==> src/rtl/mdio_mgmt_pkg.sv <==
package mdio_mgmt_pkg;

    localparam int SEL_W       = 3;
    localparam int FRAME_BITS  = 64;
    localparam int BIT_W       = $clog2(FRAME_BITS);
    localparam int RD_RELEASE  = 47;
    localparam int RD_FIRST    = 48;

    typedef enum logic [SEL_W-1:0] {
        SEL_CFG   = 3'd0,
        SEL_CMD   = 3'd1,
        SEL_ADR   = 3'd2,
        SEL_WDATA = 3'd3,
        SEL_RDATA = 3'd4,
        SEL_IND   = 3'd5
    } sel_e;

    function automatic logic [FRAME_BITS-1:0] build_frame(
        input logic        is_rd,
        input logic [4:0]  phy,
        input logic [4:0]  regn,
        input logic [15:0] data
    );
        logic [1:0]  op;
        logic [1:0]  ta;
        logic [15:0] pay;
        op  = is_rd ? 2'b10 : 2'b01;
        ta  = is_rd ? 2'b11 : 2'b10;
        pay = is_rd ? 16'hFFFF : data;
        return {32'hFFFF_FFFF, 2'b01, op, phy, regn, ta, pay};
    endfunction

endpackage

==> src/rtl/mdio_mdc_gen.sv <==
module mdio_mdc_gen #(
    parameter int DIV_W = 8
) (
    input  logic             clk,
    input  logic             rst_n,
    input  logic             clear,
    input  logic             run,
    input  logic [DIV_W-1:0] div,
    output logic             mdc,
    output logic             rise_stb,
    output logic             fall_stb
);

    typedef struct packed {
        logic [DIV_W-1:0] cnt;
        logic             mdc;
    } gen_t;

    gen_t             q, d;
    logic [DIV_W-1:0] half;
    logic             wrap;
    logic             live;

    always_comb begin
        half     = (div == '0) ? DIV_W'(1) : div;
        wrap     = (q.cnt == half - 1'b1);
        live     = run && !clear;
        rise_stb = live && wrap && !q.mdc;
        fall_stb = live && wrap && q.mdc;
        d        = q;
        if (!live) begin
            d.cnt = '0;
            d.mdc = 1'b0;
        end else if (wrap) begin
            d.cnt = '0;
            d.mdc = !q.mdc;
        end else begin
            d.cnt = q.cnt + 1'b1;
        end
    end

    always_ff @(posedge clk or negedge rst_n) begin
        if (!rst_n) q <= '0;
        else        q <= d;
    end

    assign mdc = q.mdc;

endmodule

==> src/rtl/mdio_frame_eng.sv <==
module mdio_frame_eng
    import mdio_mgmt_pkg::*;
(
    input  logic        clk,
    input  logic        rst_n,
    input  logic        clear,
    input  logic        start,
    input  logic        start_rd,
    input  logic [4:0]  phy,
    input  logic [4:0]  regn,
    input  logic [15:0] wdata,
    input  logic        rise_stb,
    input  logic        fall_stb,
    input  logic        mdio_i,
    output logic        busy,
    output logic        mdio_o,
    output logic        mdio_oe,
    output logic        rd_done,
    output logic [15:0] rd_val
);

    typedef struct packed {
        logic                  busy;
        logic                  rd;
        logic [BIT_W-1:0]      bitn;
        logic [FRAME_BITS-1:0] sh;
        logic [15:0]           rsh;
        logic                  done;
    } eng_t;

    eng_t q, d;

    always_comb begin
        d      = q;
        d.done = 1'b0;
        if (clear) begin
            d.busy = 1'b0;
            d.rd   = 1'b0;
            d.bitn = '0;
        end else if (!q.busy) begin
            if (start) begin
                d.busy = 1'b1;
                d.rd   = start_rd;
                d.bitn = '0;
                d.sh   = build_frame(start_rd, phy, regn, wdata);
            end
        end else begin
            if (rise_stb && q.rd && (q.bitn >= BIT_W'(RD_FIRST))) begin
                d.rsh = {q.rsh[14:0], mdio_i};
            end
            if (fall_stb) begin
                if (q.bitn == BIT_W'(FRAME_BITS - 1)) begin
                    d.busy = 1'b0;
                    d.done = q.rd;
                end else begin
                    d.bitn = q.bitn + 1'b1;
                    d.sh   = {q.sh[FRAME_BITS-2:0], 1'b1};
                end
            end
        end
    end

    always_ff @(posedge clk or negedge rst_n) begin
        if (!rst_n) q <= '0;
        else        q <= d;
    end

    assign busy    = q.busy;
    assign mdio_o  = q.busy ? q.sh[FRAME_BITS-1] : 1'b1;
    assign mdio_oe = q.busy && !(q.rd && (q.bitn >= BIT_W'(RD_RELEASE)));
    assign rd_done = q.done;
    assign rd_val  = q.rsh;

endmodule

==> src/rtl/mdio_mgmt_master.sv <==
module mdio_mgmt_master
    import mdio_mgmt_pkg::*;
#(
    parameter int DIV_W    = 8,
    parameter int INIT_DIV = 20
) (
    input  logic        clk,
    input  logic        rst_n,
    input  logic        bus_wr,
    input  logic [2:0]  bus_sel,
    input  logic [31:0] bus_wdata,
    input  logic [2:0]  bus_rsel,
    output logic [31:0] bus_rdata,
    output logic        mdc,
    output logic        mdio_o,
    output logic        mdio_oe,
    input  logic        mdio_i
);

    typedef struct packed {
        logic             cfg_rst;
        logic [DIV_W-1:0] div;
        logic             cmd_rd;
        logic [4:0]       phy;
        logic [4:0]       regn;
        logic [15:0]      wdata;
        logic [15:0]      rdata;
        logic             notvalid;
    } regs_t;

    localparam regs_t RESET_VAL = '{
        cfg_rst: 1'b0, div: DIV_W'(INIT_DIV), cmd_rd: 1'b0, phy: '0,
        regn: '0, wdata: '0, rdata: '0, notvalid: 1'b0
    };

    regs_t       q, d;
    logic        wr_cfg, wr_cmd, wr_adr, wr_wd;
    logic        go, go_rd;
    logic [15:0] eng_wdata;
    logic        eng_busy, rd_done;
    logic [15:0] rd_val;
    logic        rise_stb, fall_stb;
    logic        nv_q, cfg_rst_q;
    logic        unused_wbits;

    assign unused_wbits = ^bus_wdata[30:16];

    always_comb begin
        wr_cfg    = bus_wr && (bus_sel == SEL_CFG);
        wr_cmd    = bus_wr && (bus_sel == SEL_CMD);
        wr_adr    = bus_wr && (bus_sel == SEL_ADR);
        wr_wd     = bus_wr && (bus_sel == SEL_WDATA);
        go_rd     = wr_cmd && bus_wdata[0] && !q.cmd_rd && !eng_busy && !q.cfg_rst;
        go        = go_rd || (wr_wd && !eng_busy && !q.cfg_rst);
        eng_wdata = wr_wd ? bus_wdata[15:0] : q.wdata;

        d = q;
        if (wr_cfg) begin
            d.cfg_rst = bus_wdata[31];
            d.div     = bus_wdata[DIV_W-1:0];
        end
        if (wr_cmd) d.cmd_rd = bus_wdata[0];
        if (wr_adr) begin
            d.phy  = bus_wdata[12:8];
            d.regn = bus_wdata[4:0];
        end
        if (wr_wd) d.wdata = bus_wdata[15:0];
        if (go_rd) d.notvalid = 1'b1;
        if (rd_done) begin
            d.rdata    = rd_val;
            d.notvalid = 1'b0;
        end
        if (q.cfg_rst) d.notvalid = 1'b0;
    end

    always_ff @(posedge clk or negedge rst_n) begin
        if (!rst_n) q <= RESET_VAL;
        else        q <= d;
    end

    always_comb begin
        case (bus_rsel)
            SEL_CFG:   bus_rdata = {q.cfg_rst, {(31-DIV_W){1'b0}}, q.div};
            SEL_CMD:   bus_rdata = {31'b0, q.cmd_rd};
            SEL_ADR:   bus_rdata = {19'b0, q.phy, 3'b0, q.regn};
            SEL_WDATA: bus_rdata = {16'b0, q.wdata};
            SEL_RDATA: bus_rdata = {16'b0, q.rdata};
            SEL_IND:   bus_rdata = {29'b0, q.notvalid, 1'b0, eng_busy};
            default:   bus_rdata = '0;
        endcase
    end

    assign nv_q      = q.notvalid;
    assign cfg_rst_q = q.cfg_rst;

    mdio_mdc_gen #(.DIV_W(DIV_W)) u_mdc (
        .clk      (clk),
        .rst_n    (rst_n),
        .clear    (q.cfg_rst),
        .run      (eng_busy),
        .div      (q.div),
        .mdc      (mdc),
        .rise_stb (rise_stb),
        .fall_stb (fall_stb)
    );

    mdio_frame_eng u_eng (
        .clk      (clk),
        .rst_n    (rst_n),
        .clear    (q.cfg_rst),
        .start    (go),
        .start_rd (go_rd),
        .phy      (q.phy),
        .regn     (q.regn),
        .wdata    (eng_wdata),
        .rise_stb (rise_stb),
        .fall_stb (fall_stb),
        .mdio_i   (mdio_i),
        .busy     (eng_busy),
        .mdio_o   (mdio_o),
        .mdio_oe  (mdio_oe),
        .rd_done  (rd_done),
        .rd_val   (rd_val)
    );

endmodule

==> config.mk <==
export PLATFORM = sky130hd
export DESIGN_NAME = mdio_mgmt_master
export DESIGN_NICKNAME = d
export VERILOG_FILES = /design/src/rtl/mdio_mgmt_pkg.sv /design/src/rtl/mdio_mdc_gen.sv /design/src/rtl/mdio_frame_eng.sv /design/src/rtl/mdio_mgmt_master.sv
export SDC_FILE = /design/constraint.sdc
export NUM_CORES = 1
export LEC_CHECK = 0
export CAP_MARGIN = 20
export CORE_UTILIZATION = 55
export CTS_CLUSTER_SIZE = 20
export DETAILED_ROUTE_END_ITERATION = 16
export PLACE_DENSITY = 0.78
export SYNTH_ARGS = -nofsm -noshare
export SYNTH_HDL_FRONTEND = slang
export SYNTH_SLANG_ARGS = --single-unit
==> constraint.sdc <==
create_clock -name clk -period 3.9 [get_ports clk]
set_clock_uncertainty 0.1 [all_clocks]
set_input_delay 0.39 -clock clk [delete_from_list [all_inputs] [get_ports clk]]
set_output_delay 0.39 -clock clk [all_outputs]
set_load 0.01 [all_outputs]
# == After elaboration in Yosys (flattened, before gate mapping) ==
# Index checks and enable logic that the tools add are counted.
# classes
div,0
n_eq_ne,16
n_reduce_logical,35
n_lt_le_gt_ge,2
n_addsub,3
shifts,0
bitwise_logic,1
muxes,26
multipliers,0
# op_table
cell,count
two-way mux 70 bit,3
case mux 32 bit (6 select lines),1
two-way mux 72 bit,1
two-way mux 16 bit,2
two-way mux 8 bit,3
logical AND 1 bit,18
two-way mux 1 bit,14
"equality test 3 x 2 -> 1 bit, second input constant",4
"greater-or-equal comparator 6 bit, second input constant",2
two-way mux 9 bit,1
"adder 8 x 1 -> 8 bit, second input constant",1
equality test 8 bit,1
logical NOT 8 bit,1
"subtractor 8 x 1 -> 8 bit, second input constant",1
"adder 6 x 1 -> 6 bit, second input constant",1
"equality test 3 x 1 -> 1 bit, second input constant",2
"equality test 3 bit, second input constant",2
"equality test 6 bit, second input constant",1
logical NOT 3 bit,2
"!= test 2 bit, second input constant",3
"!= test 3 bit, second input constant",2
AND reduction 3 bit,2
nonzero test 3 bit,2
logical NOT 1 bit,5
7 further kinds,8
# word_totals
elab_cells,99
latch_bits,0
out_inout_bits,35
input_bits,42
rom_bits,0
ff_bits,151
ram_bits,0
memories,0

# == Longest topological paths before layout ==
# depth
ltp_word,10
ltp_mapped,13
mapped_depth_nobuf,10

# == Hierarchy ==
# Synthesis repeated with hierarchy kept, for this count alone.
# hier_totals
hier_cells,561
hier_area_um2,7226.9
# by_module_without_submodules
module,cells_per_inst,seq_area_each_um2,n_inst,area_per_inst_um2
mdio_frame_eng,299,2227.1,1,3977.6
mdio_mgmt_master,187,1328.8,1,2562.5
mdio_mdc_gen,75,225.2,1,686.9

# == Least setup slack after synthesis ==
# Ideal clock, no wire load.
# synth_path
kind,register to register
start,reg q[47] in the netlist's numbering
end,"reg u_eng.q, in the netlist u_eng.rd_val[10]"
period_less_slack_ns,3.345
setup_time_ns,0.125
arrival_ns,3.120
t_required_ns,3.675
stages_incl_launch_ff,14
slack_ns,0.555
path_buffers,3
cell_sequence,dfrtp_1 > buf_6 > nor4_1 > a31oi_1 > ha_1 > xor2_1 > xnor2_1 > and4b_1 > and4_4 > nand2_4 > or4_4 > buf_6 > buf_12 > mux2_4
# synth_via
elab_chain_len,9
# synth_lines
element,line,source
"start, declared",mdio_mgmt_master.sv:36,"regs_t q, d;"
"start signal, assigned",mdio_mgmt_master.sv:77,if (!rst_n) q <= RESET_VAL;
"start signal, assigned",mdio_mgmt_master.sv:78,else q <= d;
logical NOT 8 bit,mdio_mdc_gen.sv:25,half = (div == '0) ? DIV_W'(1) : div;
two-way mux 8 bit *,mdio_mdc_gen.sv:25,
subtractor 8 x 1 -> 8 bit *,mdio_mdc_gen.sv:26,wrap = (q.cnt == half - 1'b1);
equality test 8 bit *,mdio_mdc_gen.sv:26,
logical AND 1 bit * (2 in series),mdio_mdc_gen.sv:28,rise_stb = live && wrap && !q.mdc;
logical AND 1 bit * (2 in series),mdio_frame_eng.sv:48,if (rise_stb && q.rd && (q.bitn >= BIT_W'(RD_FIRST))) begin
AND reduction 3 bit (no source line) *,-,
"end signal, assigned",mdio_frame_eng.sv:64,if (!rst_n) q <= '0;
"end signal, assigned",mdio_frame_eng.sv:65,else q <= d;
"end, declared",mdio_frame_eng.sv:31,"eng_t q, d;"
# Every way passes the cells marked *; elsewhere a longest branch is shown, timed or not.
# A chain may end at the register's enable or synchronous reset.

# == Final worst setup path ==
# layout_path
start,reg q[47] in the netlist's numbering
end,"reg u_eng.q, in the netlist u_eng.rd_val[8]"
# Same word-level chain as after synthesis.

==> out/summary.md <==
After detailed routing, the number of vias per cell comes to 5.84. The remaining max-slew budget at the tightest pin was 34.3%; the transition time at the pin with the least slew margin was 0.981 ns. TritonCTS built the clock tree.

The weighted congestion reported at the end of routability-driven placement was 0.849; the first-pass iteration count of the detailed router was 6. The tools report the number of placed I/O pins as 77. The pin count of the biggest net entering global routing was 125. The run gives 0.00306 sq mm as the area taken by multi-input logic gates. The initial core utilization came out at 56.4%. Critical path data arrival time: 3.70 ns.

The signal on the critical path passes through nor4_2, a31oi_1, ha_1, xor2_1, xnor2_1, and4b_1, and4_4, nand2_4, or4_4, mux2_4. After routing the design area is 0.00822 sq mm. The cell sitting at the root of the clock tree is a sky130_fd_sc_hd__clkbuf_16.

The post-CTS setup repair buffer count was 0; the number of buffer cells added on primary ports was 46. The flip-flop and latch count after synthesis was 151. The logs give 0 for the number of max-cap violations and 0 for the remaining number of nets flagged by the antenna check after routing. For this run, design rule violations remaining after detail routing come to 0. The synthesized area per cell came out at 10.8 sq um.

For met2 alone, demand over resource in global routing was 37.9%. Yosys printed 0 warnings. The launching element of the worst setup path is q[47].

The tools report the aggregate negative setup slack as 0 ns. Setup repair after global routing left no endpoint under its margin. Summed over all cells, the static leakage comes to 3.40 nW.

The type of the tightest min-delay check is input pin to asynchronous set/reset pin. The tools report the number of buffers between clock root and the deepest sink as 2. The tools report the netlist area before placement as 0.00708 sq mm. The final-report max-slew violation count was 0.

For this design the ratio of total power to cell area is 493 mW/mm^2. Sequential elements use 53.4% of the synthesized area. The required time of the critical path came out at 4.11 ns. The total number of nets in the final design was 739; the DRC marker count from the first detailed-route iteration was 503. Most common cell in the netlist: sky130_fd_sc_hd__dfrtp_1.

Cells with a size suffix above 1 make up 18.1% of the layout. The final-report setup violation count was 0; the remaining global-route overflow was 0. For this run, the total global-route usage over all layers was measured as 23.8%. Clock tree synthesis inserted a total of 17 buffers. After synthesis, the largest area contributor takes up 52.6% of total cell area. The type of element launching the critical path was a flip-flop.

The post-CTS clock slew at the launch and capture registers of the worst setup and hold paths is 0.06 ns. For this run, the leading register cell type out of synthesis is sky130_fd_sc_hd__dfrtp_1. Counting every sink on the clock net gives 151. The initialized floorplan defines 41 standard-cell rows.

The synthesis-to-layout area growth was 16.1%; the achievable frequency was 286 MHz. For the minimum hold slack, the log shows 0.278 ns. The clock period could shrink to 3.49 ns.

The run finished with clean final reports. The final critical path takes up 89.5% of the cycle. The die covers 0.0133 sq mm. Number of global-route vias before repair: 4692. The global routing stage identified its most utilized layer as met2. The final hold violation count is 0.

The number of instances in the synthesized netlist was 657; the number of enable-type register cells in the synthesized netlist was 0. The category of cells accounting for the largest share of critical-path delay is simple AND/OR/NAND/NOR gates. In the global route stage, met1 resource usage came out at 32.1%.

The largest total area in the synthesized netlist belongs to sky130_fd_sc_hd__dfrtp_1. The origin of the critical flop-to-flop path was q[47]. For the routed via count, the log shows 5131. Measured along the y axis, the die boundary spans 115 um. The tools report the met3 global-route usage as 5.39%.

The initial antenna violation count came out at 0. The largest single stage delay on the critical path is 0.70 ns. In this run the worst path has a maximum fanout of 16. The average wire per standard cell works out to 17.0 um.

The tools report the antenna diode count as 0. Sorting the synthesized cells by area gives the leading types as sky130_fd_sc_hd__dfrtp_1 53%, sky130_fd_sc_hd__mux2_2 9.2%, sky130_fd_sc_hd__nor2_1 3.5%. The number of levels the H-tree was split into is 4, and the horizontal die dimension is 115 um. After synthesis, the netlist uses 54 different library cells. Summing all placed instances gives a cell area of 0.00764 sq mm. IR analysis of the VDD net gives a maximum drop of 344 uV. After floorplanning, the core was sized to cover 0.0126 sq mm. Together, buffers and inverters on the worst path number 0. The wire-length estimate of the detail-placed layout is 10200 um. The async set or reset register ratio after synthesis was 100%. Clock insertion delay at the later pin of the skew report: 0.43 ns.

The sequential cells in the finished layout cover a total of 0.00378 sq mm. The slowest stage cell on the critical path was sky130_fd_sc_hd__or4_4. The count of fill cells added during filler insertion was 961. STA classifies the critical path endpoint as a flip-flop. The first global-routing pass estimated 23900 um of wire. By count the netlist is led by 149 x sky130_fd_sc_hd__dfrtp_1, 66 x sky130_fd_sc_hd__nor2_1, 61 x sky130_fd_sc_hd__nand2_1. The final layout contains routed wiring with a total length of 15000 um. Type of the worst setup path: flip-flop to flip-flop.
-- worst paths after layout --
| kind | to | slack, ns | depth (start not counted) |
|---|---|---|---|
| max | u_eng.rd_val[8] | 0.41 | 10 |
| min | u_eng.rd_val[6] | 0.28 | 2 |
| max reg2reg | u_eng.rd_val[8] | 0.41 | 10 |
| min reg2reg | u_eng.q[22] | 0.39 | 1 |
| max in group asynchronous | u_eng.q[57] | 2.29 | 4 |
| min in group clk | u_eng.q[22] | 0.39 | 1 |
-- kinds of logic (layout without fill, tap and decap cells) --
kind of cell               Yosys count  after routing  share of synthesized area, %
AOI/OAI and AO/OA                  145            145                          13.1
DFF                                151            151                          53.4
other                                1             15                        0.0529
muxes                               76             76                          12.6
buffers and inverters               64             99                          4.63
and+or+nand+nor                    201            201                          13.7
adders and majority gates            3              3                         0.530
xor gates and xnor gates            16             16                          1.98
-- layout by cell type (no fill, tap or decap), drive strengths merged, types with 3 or more instances in the layout --
| master | n |
|---|---|
| dfrtp | 149 |
| mux2 | 68 |
| nor2 | 66 |
| nand2 | 62 |
| o21ai | 48 |
| clkdlybuf4s50 | 45 |
| a21oi | 32 |
| nand3 | 23 |
| clkbuf | 23 |
| o211ai | 18 |
| conb | 15 |
| buf | 14 |
| a22oi | 12 |
| nand2b | 9 |
| nor4b | 9 |
| inv | 8 |
| xnor2 | 8 |
| xor2 | 8 |
| o21a | 8 |
| mux2i | 7 |
| o22a | 7 |
| o22ai | 6 |
| clkinv | 6 |
| nor3 | 5 |
| and3 | 5 |
| nor2b | 4 |
| or4 | 4 |
| a32o | 3 |
| nand4 | 3 |
| o311a | 3 |
| ha | 3 |
-- worst register-to-register path, stage by stage (launching register included) --
cell                      delay [ns]
sky130_fd_sc_hd__dfrtp_1        0.47
sky130_fd_sc_hd__nor4_2         0.38
sky130_fd_sc_hd__a31oi_1        0.17
sky130_fd_sc_hd__ha_1           0.29
sky130_fd_sc_hd__xor2_1         0.18
sky130_fd_sc_hd__xnor2_1        0.14
sky130_fd_sc_hd__and4b_1        0.23
sky130_fd_sc_hd__and4_4         0.26
sky130_fd_sc_hd__nand2_4        0.10
sky130_fd_sc_hd__or4_4          0.70
sky130_fd_sc_hd__mux2_4         0.35
-- area by class of cell --
cell class / count / share of cell area [%]
clock buffer: 23 / 5.93
sequential: 151 / 46.0
inverter: 8 / 0.365
multi-input combinational: 456 / 37.2
timing repair buffer: 60 / 7.32
clock inverter: 8 / 0.593
tap: 172 / 2.62
-- what timing repair did --
item / in CTS / in global routing
resized for setup: 0 / 1
endpoints found under the hold margin: 0 / 20
endpoints found under the setup margin: 0 / 6
hold buffers: 0 / 1
-- per-stage QoR --
stage	total power, mW	setup WS (ns)	cells	util, %
floorplan	2.37	0.555	671	-
global placement	2.55	0.420	845	60.8
detailed placement	2.59	0.348	845	60.8
CTS	4.08	0.317	876	65.1
global route	4.24	0.0874	878	65.4
finish	4.06	0.409	878	65.4
-- where the power goes --
group | internal, mW | leakage (nW) | switching, mW
clock | 0.870 | 0.265 | 0.607
combinational | 0.309 | 1.36 | 0.310
sequential | 1.79 | 1.78 | 0.167
total | 2.97 | 3.40 | 1.08
-- state kept, by name, summed over array words and instances, names as in the netlist --
signal and flops:
u_eng.rd_val 16, u_eng.rd_done 1, u_mdc.mdc 1, cfg_rst_q 1, u_eng.busy 1, nv_q 1
u_mdc.q 8, u_eng.q 71, q 51
-- layer usage --
layer | share of wire (%) | up-vias
li1 | - | 2379
met1 | 44 | 2569
met2 | 49 | 163
met3 | 5.0 | 20
met4 | 1.4 | 0
met5 | 0 | -
(Power assumes the default switching activity.)
